<file path="config.mk">
export PLATFORM = sky130hd
export DESIGN_NAME = uart_rx_brk
export DESIGN_NICKNAME = d
export VERILOG_FILES = /design/src/rtl/uart_rx_pkg.sv /design/src/rtl/rx_sync.sv /design/src/rtl/rx_frame.sv /design/src/rtl/rx_brkmon.sv /design/src/rtl/uart_rx_brk.sv
export SDC_FILE = /design/constraint.sdc
export NUM_CORES = 1
export LEC_CHECK = 0
export BUFFER_PORTS_ARGS = -buffer_cell sky130_fd_sc_hd__buf_4
export CAP_MARGIN = 40
export CORE_MARGIN = 10
export CORE_UTILIZATION = 55
export CTS_BUF_LIST = sky130_fd_sc_hd__clkbuf_8
export DETAILED_ROUTE_END_ITERATION = 10
export GPL_ROUTABILITY_DRIVEN = 0
export GPL_TIMING_DRIVEN = 0
export MAX_ROUTING_LAYER = met4
export PLACE_DENSITY = 0.79
export SETUP_SLACK_MARGIN = 0.15
export SLEW_MARGIN = 10
export SYNTH_ARGS = -nofsm -noshare
export SYNTH_HDL_FRONTEND = slang
export SYNTH_HIERARCHICAL = 1
export SYNTH_SLANG_ARGS = --single-unit
</file>
<file path="constraint.sdc">
create_clock -name clk -period 1.9 [get_ports clk]
set_input_delay 0.38 -clock clk [delete_from_list [all_inputs] [get_ports clk]]
set_output_delay 0.38 -clock clk [all_outputs]
set_load 0.005 [all_outputs]
</file>
<file path="src/rtl/uart_rx_pkg.sv">
// Shared types for the UART receive front end.
// Assumes: parity mode codes match the cfg_par encoding at the top ports.
package uart_rx_pkg;

    typedef enum logic [1:0] {
        PM_NONE  = 2'b00,
        PM_WITH  = 2'b01,
        PM_FORCE = 2'b10,
        PM_WAKE  = 2'b11
    } par_mode_t;

    typedef enum logic [2:0] {
        ST_IDLE,
        ST_START,
        ST_DATA,
        ST_PAR,
        ST_STOP,
        ST_MARK
    } rx_state_t;

    // Parity flag for one character; dpar is the XOR of the data bits.
    function automatic logic pe_of(par_mode_t m, logic sel, logic dpar, logic pbit);
        case (m)
            PM_WITH:  return dpar ^ pbit ^ sel;
            PM_FORCE: return pbit ^ sel;
            PM_WAKE:  return pbit;
            default:  return 1'b0;
        endcase
    endfunction

endpackage

</file>
<file path="src/rtl/rx_sync.sv">
// Multi-flop synchronizer for the asynchronous serial line.
// Assumes: STAGES >= 1; the line idles high, so the flops reset to 1.
module rx_sync #(
    parameter int STAGES = 2
) (
    input  logic clk,
    input  logic rst_n,
    input  logic d,
    output logic q
);
    logic [STAGES-1:0] sr;

    for (genvar g = 0; g < STAGES; g++) begin : g_stage
        if (g == 0) begin : g_first
            // first flop takes the raw line
            always_ff @(posedge clk) begin
                if (!rst_n) sr[g] <= 1'b1;
                else        sr[g] <= d;
            end
        end else begin : g_next
            // later flops shift the value along
            always_ff @(posedge clk) begin
                if (!rst_n) sr[g] <= 1'b1;
                else        sr[g] <= sr[g-1];
            end
        end
    end

    assign q = sr[STAGES-1];
endmodule

</file>
<file path="src/rtl/rx_frame.sv">
// Character framer: finds and confirms the start bit, then samples the data,
// parity and stop bits at their centres. It raises fr_done for one clock at the
// stop-bit sample, with the data and flags valid in that same clock.
// Assumes: rxd is already synchronized; tick is a one-clock 16x strobe.
module rx_frame
    import uart_rx_pkg::*;
#(
    parameter int DATA_W = 8,
    parameter int OSR    = 16
) (
    input  logic              clk,
    input  logic              rst_n,
    input  logic              tick,
    input  logic              rxd,
    input  logic              rx_en,
    input  logic              clr,
    input  logic              brk_active,
    input  logic [1:0]        cfg_len,
    input  logic [1:0]        cfg_par,
    input  logic              cfg_psel,
    output logic              fr_done,
    output logic [DATA_W-1:0] fr_data,
    output logic              fr_fe,
    output logic              fr_pe,
    output logic              fr_brk
);
    localparam int CW    = $clog2(OSR);
    localparam int BW    = $clog2(DATA_W);
    localparam int MID   = OSR / 2;
    localparam int MIN_W = DATA_W - 3;

    rx_state_t         state;
    logic [CW-1:0]     cnt;
    logic [BW-1:0]     bidx;
    logic [DATA_W-1:0] shreg;
    logic              parbit;

    par_mode_t pmode;
    logic      par_on, bit_end, last_bit;

    // decode configuration and the bit-centre points
    always_comb begin
        pmode    = par_mode_t'(cfg_par);
        par_on   = (pmode != PM_NONE);
        bit_end  = (cnt == CW'(OSR - 1));
        last_bit = (bidx == BW'(MIN_W - 1) + BW'(cfg_len));
    end

    // result of the stop-bit sample
    always_comb begin
        fr_done = rx_en && !clr && tick && (state == ST_STOP) && bit_end;
        fr_data = shreg;
        fr_fe   = !rxd;
        fr_pe   = pe_of(pmode, cfg_psel, ^shreg, parbit);
        fr_brk  = (shreg == '0) && !(par_on && parbit) && !rxd;
    end

    // frame state machine, advanced on sample strobes
    always_ff @(posedge clk) begin
        if (!rst_n) begin
            state  <= ST_IDLE;
            cnt    <= '0;
            bidx   <= '0;
            shreg  <= '0;
            parbit <= 1'b0;
        end else if (clr || !rx_en) begin
            state <= ST_IDLE;
            cnt   <= '0;
        end else if (tick) begin
            case (state)
                ST_IDLE: begin
                    if (brk_active) begin
                        state <= ST_MARK;
                    end else if (!rxd) begin
                        state <= ST_START;
                        cnt   <= '0;
                    end
                end
                ST_START: begin
                    if (cnt == CW'(MID - 1)) begin
                        cnt <= '0;
                        if (rxd) begin
                            state <= ST_IDLE;
                        end else begin
                            state  <= ST_DATA;
                            bidx   <= '0;
                            shreg  <= '0;
                            parbit <= 1'b0;
                        end
                    end else begin
                        cnt <= cnt + 1'b1;
                    end
                end
                ST_DATA: begin
                    if (bit_end) begin
                        cnt         <= '0;
                        shreg[bidx] <= rxd;
                        if (last_bit) state <= par_on ? ST_PAR : ST_STOP;
                        else          bidx  <= bidx + 1'b1;
                    end else begin
                        cnt <= cnt + 1'b1;
                    end
                end
                ST_PAR: begin
                    if (bit_end) begin
                        cnt    <= '0;
                        parbit <= rxd;
                        state  <= ST_STOP;
                    end else begin
                        cnt <= cnt + 1'b1;
                    end
                end
                ST_STOP: begin
                    if (bit_end) begin
                        cnt   <= '0;
                        state <= fr_brk ? ST_MARK : ST_IDLE;
                    end else begin
                        cnt <= cnt + 1'b1;
                    end
                end
                ST_MARK: begin
                    if (!brk_active) state <= ST_IDLE;
                end
                default: state <= ST_IDLE;
            endcase
        end
    end

    AST_GLITCH_IDLE: assert property (@(posedge clk) disable iff (!rst_n)
        (rx_en && !clr && tick && state == ST_START && cnt == CW'(MID - 1) && rxd)
        |=> state == ST_IDLE);

    AST_DISABLED_IDLE: assert property (@(posedge clk) disable iff (!rst_n)
        !rx_en |=> state == ST_IDLE);
endmodule

</file>
<file path="src/rtl/rx_brkmon.sv">
// Break monitor: holds the break state from the break character until the line
// has been high for half a bit time, and pulses chg at both transitions.
// Assumes: set arrives only while inactive; clr wins over everything.
module rx_brkmon #(
    parameter int OSR = 16
) (
    input  logic clk,
    input  logic rst_n,
    input  logic tick,
    input  logic rxd,
    input  logic set,
    input  logic clr,
    output logic active,
    output logic chg
);
    localparam int MID = OSR / 2;
    localparam int HW  = $clog2(MID);

    logic [HW-1:0] hi_cnt;

    // break state and count of consecutive mark samples
    always_ff @(posedge clk) begin
        if (!rst_n || clr) begin
            active <= 1'b0;
            hi_cnt <= '0;
            chg    <= 1'b0;
        end else begin
            chg <= 1'b0;
            if (set) begin
                active <= 1'b1;
                hi_cnt <= '0;
                chg    <= 1'b1;
            end else if (active && tick) begin
                if (!rxd) begin
                    hi_cnt <= '0;
                end else if (hi_cnt == HW'(MID - 1)) begin
                    active <= 1'b0;
                    hi_cnt <= '0;
                    chg    <= 1'b1;
                end else begin
                    hi_cnt <= hi_cnt + 1'b1;
                end
            end
        end
    end

    AST_CHG_ON_EDGE: assert property (@(posedge clk) disable iff (!rst_n)
        ((active != $past(active)) && !$past(clr)) |-> chg);

    AST_CHG_ONLY_EDGE: assert property (@(posedge clk) disable iff (!rst_n)
        chg |-> (active != $past(active)));
endmodule

</file>
<file path="src/rtl/uart_rx_brk.sv">
// UART receive front end: synchronizer, framer and break monitor feeding a
// one-entry write register toward a receive FIFO.
// Assumes: sample_en is a one-clock 16x strobe; the FIFO takes an entry in any
// cycle where wr_valid and wr_ready are both high.
module uart_rx_brk
    import uart_rx_pkg::*;
#(
    parameter int DATA_W      = 8,
    parameter int OSR         = 16,
    parameter int SYNC_STAGES = 2
) (
    input  logic              clk,
    input  logic              rst_n,
    input  logic              rx_en,
    input  logic              sample_en,
    input  logic              rxd,
    input  logic [1:0]        cfg_len,
    input  logic [1:0]        cfg_par,
    input  logic              cfg_psel,
    input  logic              rx_reset,
    input  logic              wr_ready,
    output logic              wr_valid,
    output logic [DATA_W-1:0] wr_data,
    output logic              wr_fe,
    output logic              wr_pe,
    output logic              wr_brk,
    output logic              brk_line,
    output logic              brk_chg
);
    logic              rxd_s;
    logic              fr_done, fr_fe, fr_pe, fr_brk;
    logic [DATA_W-1:0] fr_data;
    logic              brk_active, brk_set, load;

    rx_sync #(.STAGES(SYNC_STAGES)) u_sync (
        .clk(clk), .rst_n(rst_n), .d(rxd), .q(rxd_s)
    );

    rx_frame #(.DATA_W(DATA_W), .OSR(OSR)) u_frame (
        .clk(clk), .rst_n(rst_n), .tick(sample_en), .rxd(rxd_s),
        .rx_en(rx_en), .clr(rx_reset), .brk_active(brk_active),
        .cfg_len(cfg_len), .cfg_par(cfg_par), .cfg_psel(cfg_psel),
        .fr_done(fr_done), .fr_data(fr_data), .fr_fe(fr_fe),
        .fr_pe(fr_pe), .fr_brk(fr_brk)
    );

    rx_brkmon #(.OSR(OSR)) u_brk (
        .clk(clk), .rst_n(rst_n), .tick(sample_en), .rxd(rxd_s),
        .set(brk_set), .clr(rx_reset), .active(brk_active), .chg(brk_chg)
    );

    // a break character opens the break; no entry is written while it holds
    always_comb begin
        load    = fr_done && !brk_active;
        brk_set = load && fr_brk;
    end

    assign brk_line = brk_active;

    // one-entry write register with valid/ready toward the FIFO
    always_ff @(posedge clk) begin
        if (!rst_n) begin
            wr_valid <= 1'b0;
            wr_data  <= '0;
            wr_fe    <= 1'b0;
            wr_pe    <= 1'b0;
            wr_brk   <= 1'b0;
        end else if (load && (!wr_valid || wr_ready)) begin
            wr_valid <= 1'b1;
            wr_data  <= fr_data;
            wr_fe    <= fr_fe;
            wr_pe    <= fr_pe;
            wr_brk   <= fr_brk;
        end else if (wr_ready) begin
            wr_valid <= 1'b0;
        end
    end

    AST_HOLD_STABLE: assert property (@(posedge clk) disable iff (!rst_n)
        (wr_valid && !wr_ready) |=> (wr_valid && $stable(wr_data) && $stable(wr_brk)
                                     && $stable(wr_fe) && $stable(wr_pe)));

    AST_BRK_ENTRY: assert property (@(posedge clk) disable iff (!rst_n)
        (wr_valid && wr_brk) |-> (wr_fe && wr_data == '0));

    AST_NO_ENTRY_IN_BRK: assert property (@(posedge clk) disable iff (!rst_n)
        (brk_line && $past(brk_line)) |-> !(wr_valid && !$past(wr_valid)));

    AST_CMD_CLEARS_BRK: assert property (@(posedge clk) disable iff (!rst_n)
        rx_reset |=> (!brk_line && !brk_chg));
endmodule

</file>
; ---- After elaboration in Yosys (flattened, before gate mapping)
; Cells that the tools add are included.
[word_totals]
register_bits = 38
in_bits = 12
elab_cells = 137
output_inout_bits = 14
[classes]
n_eq_ne = 23
muxes = 46
reduce_logical = 42
addsub = 4
order_cmp = 2
bitwise_logic = 5
[op_table]
columns = operator, n
row1 = $mux 3, 16
row2 = $mux 8, 3
row3 = $pmux 3 s6, 1
row4 = $mux 4, 4
row5 = $pmux 8 s2, 1
row6 = $mux 1, 14
row7 = $reduce_bool 2->1, 7
row8 = $logic_and 1x1->1, 12
row9 = $pmux 4 s3, 1
row10 = $reduce_and 6->1, 2
row11 = $ne 2x1->1 const B, 5
row12 = $ne 2x2->1 const B, 5
row13 = $eq 3x3->1 const B, 3
row14 = $bwmux 8, 1
row15 = $logic_not 8->1, 1
row16 = $reduce_and 8->1, 1
row17 = $reduce_xor 8->1, 1
row18 = $logic_not 1->1, 7
row19 = $reduce_and 7->1, 1
row20 = $add 3x1->3 const B, 2
row21 = $eq 3x2->1 const B, 2
row22 = $pmux 3 s2, 1
row23 = $add 4x1->4 const B, 1
row24 = $eq 2x2->1 const B, 2
row25 = 22 further kinds, 28

; ---- Longest topological paths before layout
[depth]
depth_word = 9
ltp_mapped = 9
ltp_nobuf = 9

; ---- Hierarchy
; The synthesis kept the hierarchy.
[by_module_without_submodules]
columns = module, area_each_um2, cells_each, n_inst, seq_area_each_um2
row1 = rx_frame, 1451.4, 183, 1, 380.4
row2 = uart_rx_brk, 519.2, 54, 1, 240.2
row3 = rx_brkmon, 254.0, 25, 1, 100.1
row4 = rx_sync, 52.6, 4, 1, 40.0

; ---- Worst setup path before layout
; OpenSTA, ideal clock, no wires.
[synth_timing]
path_kind = register to register
start = register u_frame.shreg[4] (netlist: u_frame/fr_data[4])
end = register wr_pe
stages_incl_launch_ff = 10
synth_period_minus_slack_ns = 1.956
setup_slack_ns = -0.056
arrival_time_ns = 1.885
required_ns = 1.828
path_cell_list = dfxtp_1 > inv_1 > ha_1 > xnor2_1 > xnor2_1 > or3_4 > a2111oi_2 > o21bai_1 > nand2_1 > mux2i_1
[synth_via]
elab_chain_len = 4
[synth_lines]
columns = element, line
row1 = from (decl), rx_frame.sv:35  ; logic [DATA_W-1:0] shreg;
row2 = "from (signal, indexed assignment)", rx_frame.sv:97  ; shreg[bidx] <= rxd;
row3 = $reduce_xor 8->1, rx_frame.sv:54  ; fr_pe = pe_of(pmode, cfg_psel, ^shreg, parbit);
row4 = $xor 1x1->1 (2 in series), uart_rx_pkg.sv:24  ; PM_WITH: return dpar ^ pbit ^ sel;
row5 = $pmux 1 s3, uart_rx_pkg.sv:23  ; case (m)
row6 = named net fr_pe, uart_rx_brk.sv:31  ; logic fr_done, fr_fe, fr_pe, fr_brk;
row7 = to (signal assigned), uart_rx_brk.sv:72  ; wr_pe <= fr_pe;
row8 = to (decl), uart_rx_brk.sv:25  ; output logic wr_pe,
; The timed path passes the listed nets, and every way through them passes these cells.
; A chain may end at the register's enable or synchronous reset.

; ---- Worst setup path in the final report
[layout_timing]
start = register u_frame.shreg[3] (netlist: u_frame/fr_data[3])
end = register wr_pe
; The elaborated chain is that of the path after synthesis.

==> results.json <==
{
  "syn_area_um2": 2280,
  "power_frac_clock": 0.488,
  "yosysSeqAreaShare": 0.334,
  "sw_frac_of_total": 0.203,
  "slew_headroom": 0.689,
  "vias": 2077,
  "synth_edf_count": 0,
  "hpwl_um": 3700,
  "violations": "negative setup slack",
  "dpl_worst_slack_ps": -133,
  "switchingPower_mw": 0.356,
  "max_freq_ghz": 0.498,
  "die_w_um": 84.3,
  "root_buffer": "clkbuf_8",
  "syn_avg_cell_area_um2": 8.56,
  "p_leak_nw": 1.09,
  "min_path_type": "input port to flip-flop",
  "syn_to_final_growth_pct": 27.2,
  "vias_per_cell": 5.75,
  "cts-hold-fix-buffers": 0,
  "rsz0062_at_grt": "yes",
  "numCtsBuffers": 5,
  "drc": 0,
  "grt_pass1_wl_um": 9320,
  "numClockSinks": 38,
  "antenna_found_initial": 0,
  "min_period_over_period": 1.06,
  "clkTransAtPathRegs_ps": 80,
  "postSynth.asyncResetShare": 0,
  "start_kind": "flip-flop",
  "diodes": 0,
  "firstDrtPassIters": 4,
  "setup_viol": 1,
  "p_per_area_nw_per_um2": 606,
  "wl_per_cell_um": 15.1,
  "drt_wl_total_um": 5450,
  "cp_max_fo": 3,
  "grt_max_degree": 17,
  "arrival_ps": 2240,
  "end_kind": "flip-flop",
  "synthDistinctLibCells": 60,
  "fin_crit_ps": 2010,
  "coreArea_um2": 4000,
  "insertion_delay_ps": 300,
  "fin_ws_ps": -108,
  "die-area_um2": 7110,
  "power_frac_seq": 0.456,
  "yosys_warnings": 6,
  "grt_use_total": 0.157,
  "ir_drop_mv": 0.384,
  "gr-total-overflow": 0,
  "skew_ps": 7.07,
  "tritoncts": "built",
  "synth-seq-cells": 38,
  "nets": 333,
  "drive_gt1_frac": 0.309,
  "syn_nets": 289,
  "die_y_um": 84.3,
  "drv_cap": 0,
  "netlist_instances": 266,
  "fp-row-count": 23,
  "combPwrFrac": 0.057,
  "worst_slew_pin_slew_ps": 466,
  "grt_pass1_vias": 2069,
  "intPower_mw": 1.40,
  "slew_viol_final": 0,
  "run_status": "finished with violations",
  "clockBufferDepth": 2,
  "port_buffers": 25,
  "worstSetupPathType": "flip-flop to flip-flop",
  "ys.flop_type": "dfxtp_1",
  "drtIter0Drc": 128,
  "postRouteAntennaNets": 0,
  "cp.required_ps": 2130,
  "p_total_mw": 1.76,
  "num_io_pins": 26,
  "hold_viol": 0,
  "htree_levels": 2,
  "initial_core_util": 0.569
}
[sequential cells by signal, indices dropped and copies added (netlist names), 3 cells and up]
name and flops:
u_frame/cnt 4, u_brk/hi_cnt 3, u_frame/fr_data 8, wr_data 8, u_frame/state 3, u_frame/bidx 3
[power groups by stage]
stage	Combinational [mW]	Sequential [mW]	Clock, mW
CTS	0.0904	0.802	0.878
floorplan	0.0499	0.819	0
detailed placement	0.0892	0.821	0
global placement	0.0876	0.820	0
global route	0.110	0.801	0.911
finish	0.0995	0.800	0.857
[path summary, 6_finish.rpt]
check	startpoint	end	slack, ps	cells past startpoint
worst max-delay path	u_frame/fr_data[3]$_SDFFE_PN0P_	wr_pe$_SDFFE_PN0P_	-110	9
worst min-delay path	rxd	u_sync/sr[0]$_SDFF_PN1_	260	2
worst max register to register	u_frame/fr_data[3]$_SDFFE_PN0P_	wr_pe$_SDFFE_PN0P_	-110	9
worst min register to register	u_sync/sr[0]$_SDFF_PN1_	u_sync/q$_SDFF_PN1_	410	1
[layout by cell type, fill, tap and decap left out, types with 2 or more instances in the layout]
cell type	synthesis	routed
buf_6	0	2
and2_1	2	2
inv_2	0	2
dfxtp_1	38	26
nor2_4	0	2
clkbuf_8	0	6
nor2_1	10	9
nand4_1	5	5
dfxtp_2	0	11
nor3_1	4	3
o211ai_1	5	5
nand4b_1	3	3
o21bai_1	2	2
clkbuf_1	6	4
a32o_1	3	3
a21o_1	2	2
nand2b_1	7	7
nor2b_1	4	4
a21bo_2	2	2
o21ai_1	7	8
inv_1	18	16
o21ai_0	10	9
nand3_1	9	9
buf_2	4	2
bufinv_16	0	2
a31o_1	2	2
a21oi_2	2	2
ha_4	0	3
a31oi_1	4	4
nand2_1	38	38
clkbuf_2	1	3
nand2b_4	2	2
and3_1	2	2
xnor2_1	6	5
mux2i_1	12	12
a21oi_1	14	14
ha_1	11	8
nor3b_1	2	2
buf_4	1	38
[synthesized netlist by cell type (2+ instances only)]
master / instances / area (µm²)
a21bo_2: 2 / 20.0
a21o_1: 2 / 15.0
a21oi_1: 14 / 70.1
a21oi_2: 2 / 17.5
a31o_1: 2 / 17.5
a31oi_1: 4 / 25.0
a32o_1: 3 / 30.0
and2_1: 2 / 12.5
and3_1: 2 / 12.5
buf_2: 4 / 20.0
clkbuf_1: 6 / 22.5
dfxtp_1: 38 / 761
ha_1: 11 / 138
inv_1: 18 / 67.6
mux2i_1: 12 / 120
nand2_1: 38 / 143
nand2b_1: 7 / 43.8
nand2b_4: 2 / 27.5
nand3_1: 9 / 45.0
nand4_1: 5 / 31.3
nand4b_1: 3 / 26.3
nor2_1: 10 / 37.5
nor2b_1: 4 / 25.0
nor3_1: 4 / 20.0
nor3b_1: 2 / 15.0
o211ai_1: 5 / 37.5
o21ai_0: 10 / 50.1
o21ai_1: 7 / 35.0
o21bai_1: 2 / 15.0
xnor2_1: 6 / 52.6
[worst max-delay path, stage by stage, from the launching register on]
cell and delay, ps:
dfxtp_2 340, inv_1 70, ha_4 240, xnor2_2 180, xnor2_1 130, or3_4 360
a2111oi_4 280, o21bai_1 150, nand2_1 70, mux2i_1 120
[logic make-up (layout without fill, tap and decap cells)]
logic type | after synthesis | count (layout) | share of synthesized area
fa+ha+maj | 11 | 11 | 0.0604
mux | 12 | 12 | 0.0527
flops | 38 | 38 | 0.334
compound gates | 64 | 64 | 0.198
simple gates | 103 | 103 | 0.262
xor+xnor | 7 | 7 | 0.0302
buf+inv | 31 | 76 | 0.0626
[metal layers]
| metal | global-route usage | up-vias | part of all wire |
|---|---|---|---|
| met4 | 0.0674 | 0 | 0.018 |
| met5 | - | - | 0 |
| met2 | 0.252 | 56 | 0.48 |
| met1 | 0.182 | 975 | 0.45 |
| met3 | 0.0377 | 16 | 0.058 |
| li1 | - | 1030 | - |
[final cells by class]
cell class	count	area (µm²)
multi-input combinational	197	1480
sequential	38	778
inverter	18	67.6
clock inverter	2	60.1
clock buffer	6	82.6
timing repair buffer	37	278
tap	50	62.6
fill	321	1100
buffer	13	90.1
[through the flow]
stage / hold slack [ps] / utilization / instances / instance area (µm²) / setup TNS (ps)
2_1_floorplan: 386 / - / 266 / 2290 / 0
3_3_place_gp: 388 / 0.635 / 341 / 2540 / -248
3_5_place_dp: 395 / 0.635 / 341 / 2540 / -309
4_1_cts: 252 / 0.696 / 355 / 2780 / -116
5_1_grt: 260 / 0.724 / 361 / 2900 / -220
6_report: 258 / 0.724 / 361 / 2900 / -108
[repair_timing]
item	CTS	global route
gates resized for setup	13	20
endpoints found under the hold margin	0	0
cloned	0	0
pin swaps	5	5
setup endpoints to repair	25	27
buffers inserted	6	6
(Power assumes the default switching activity.)
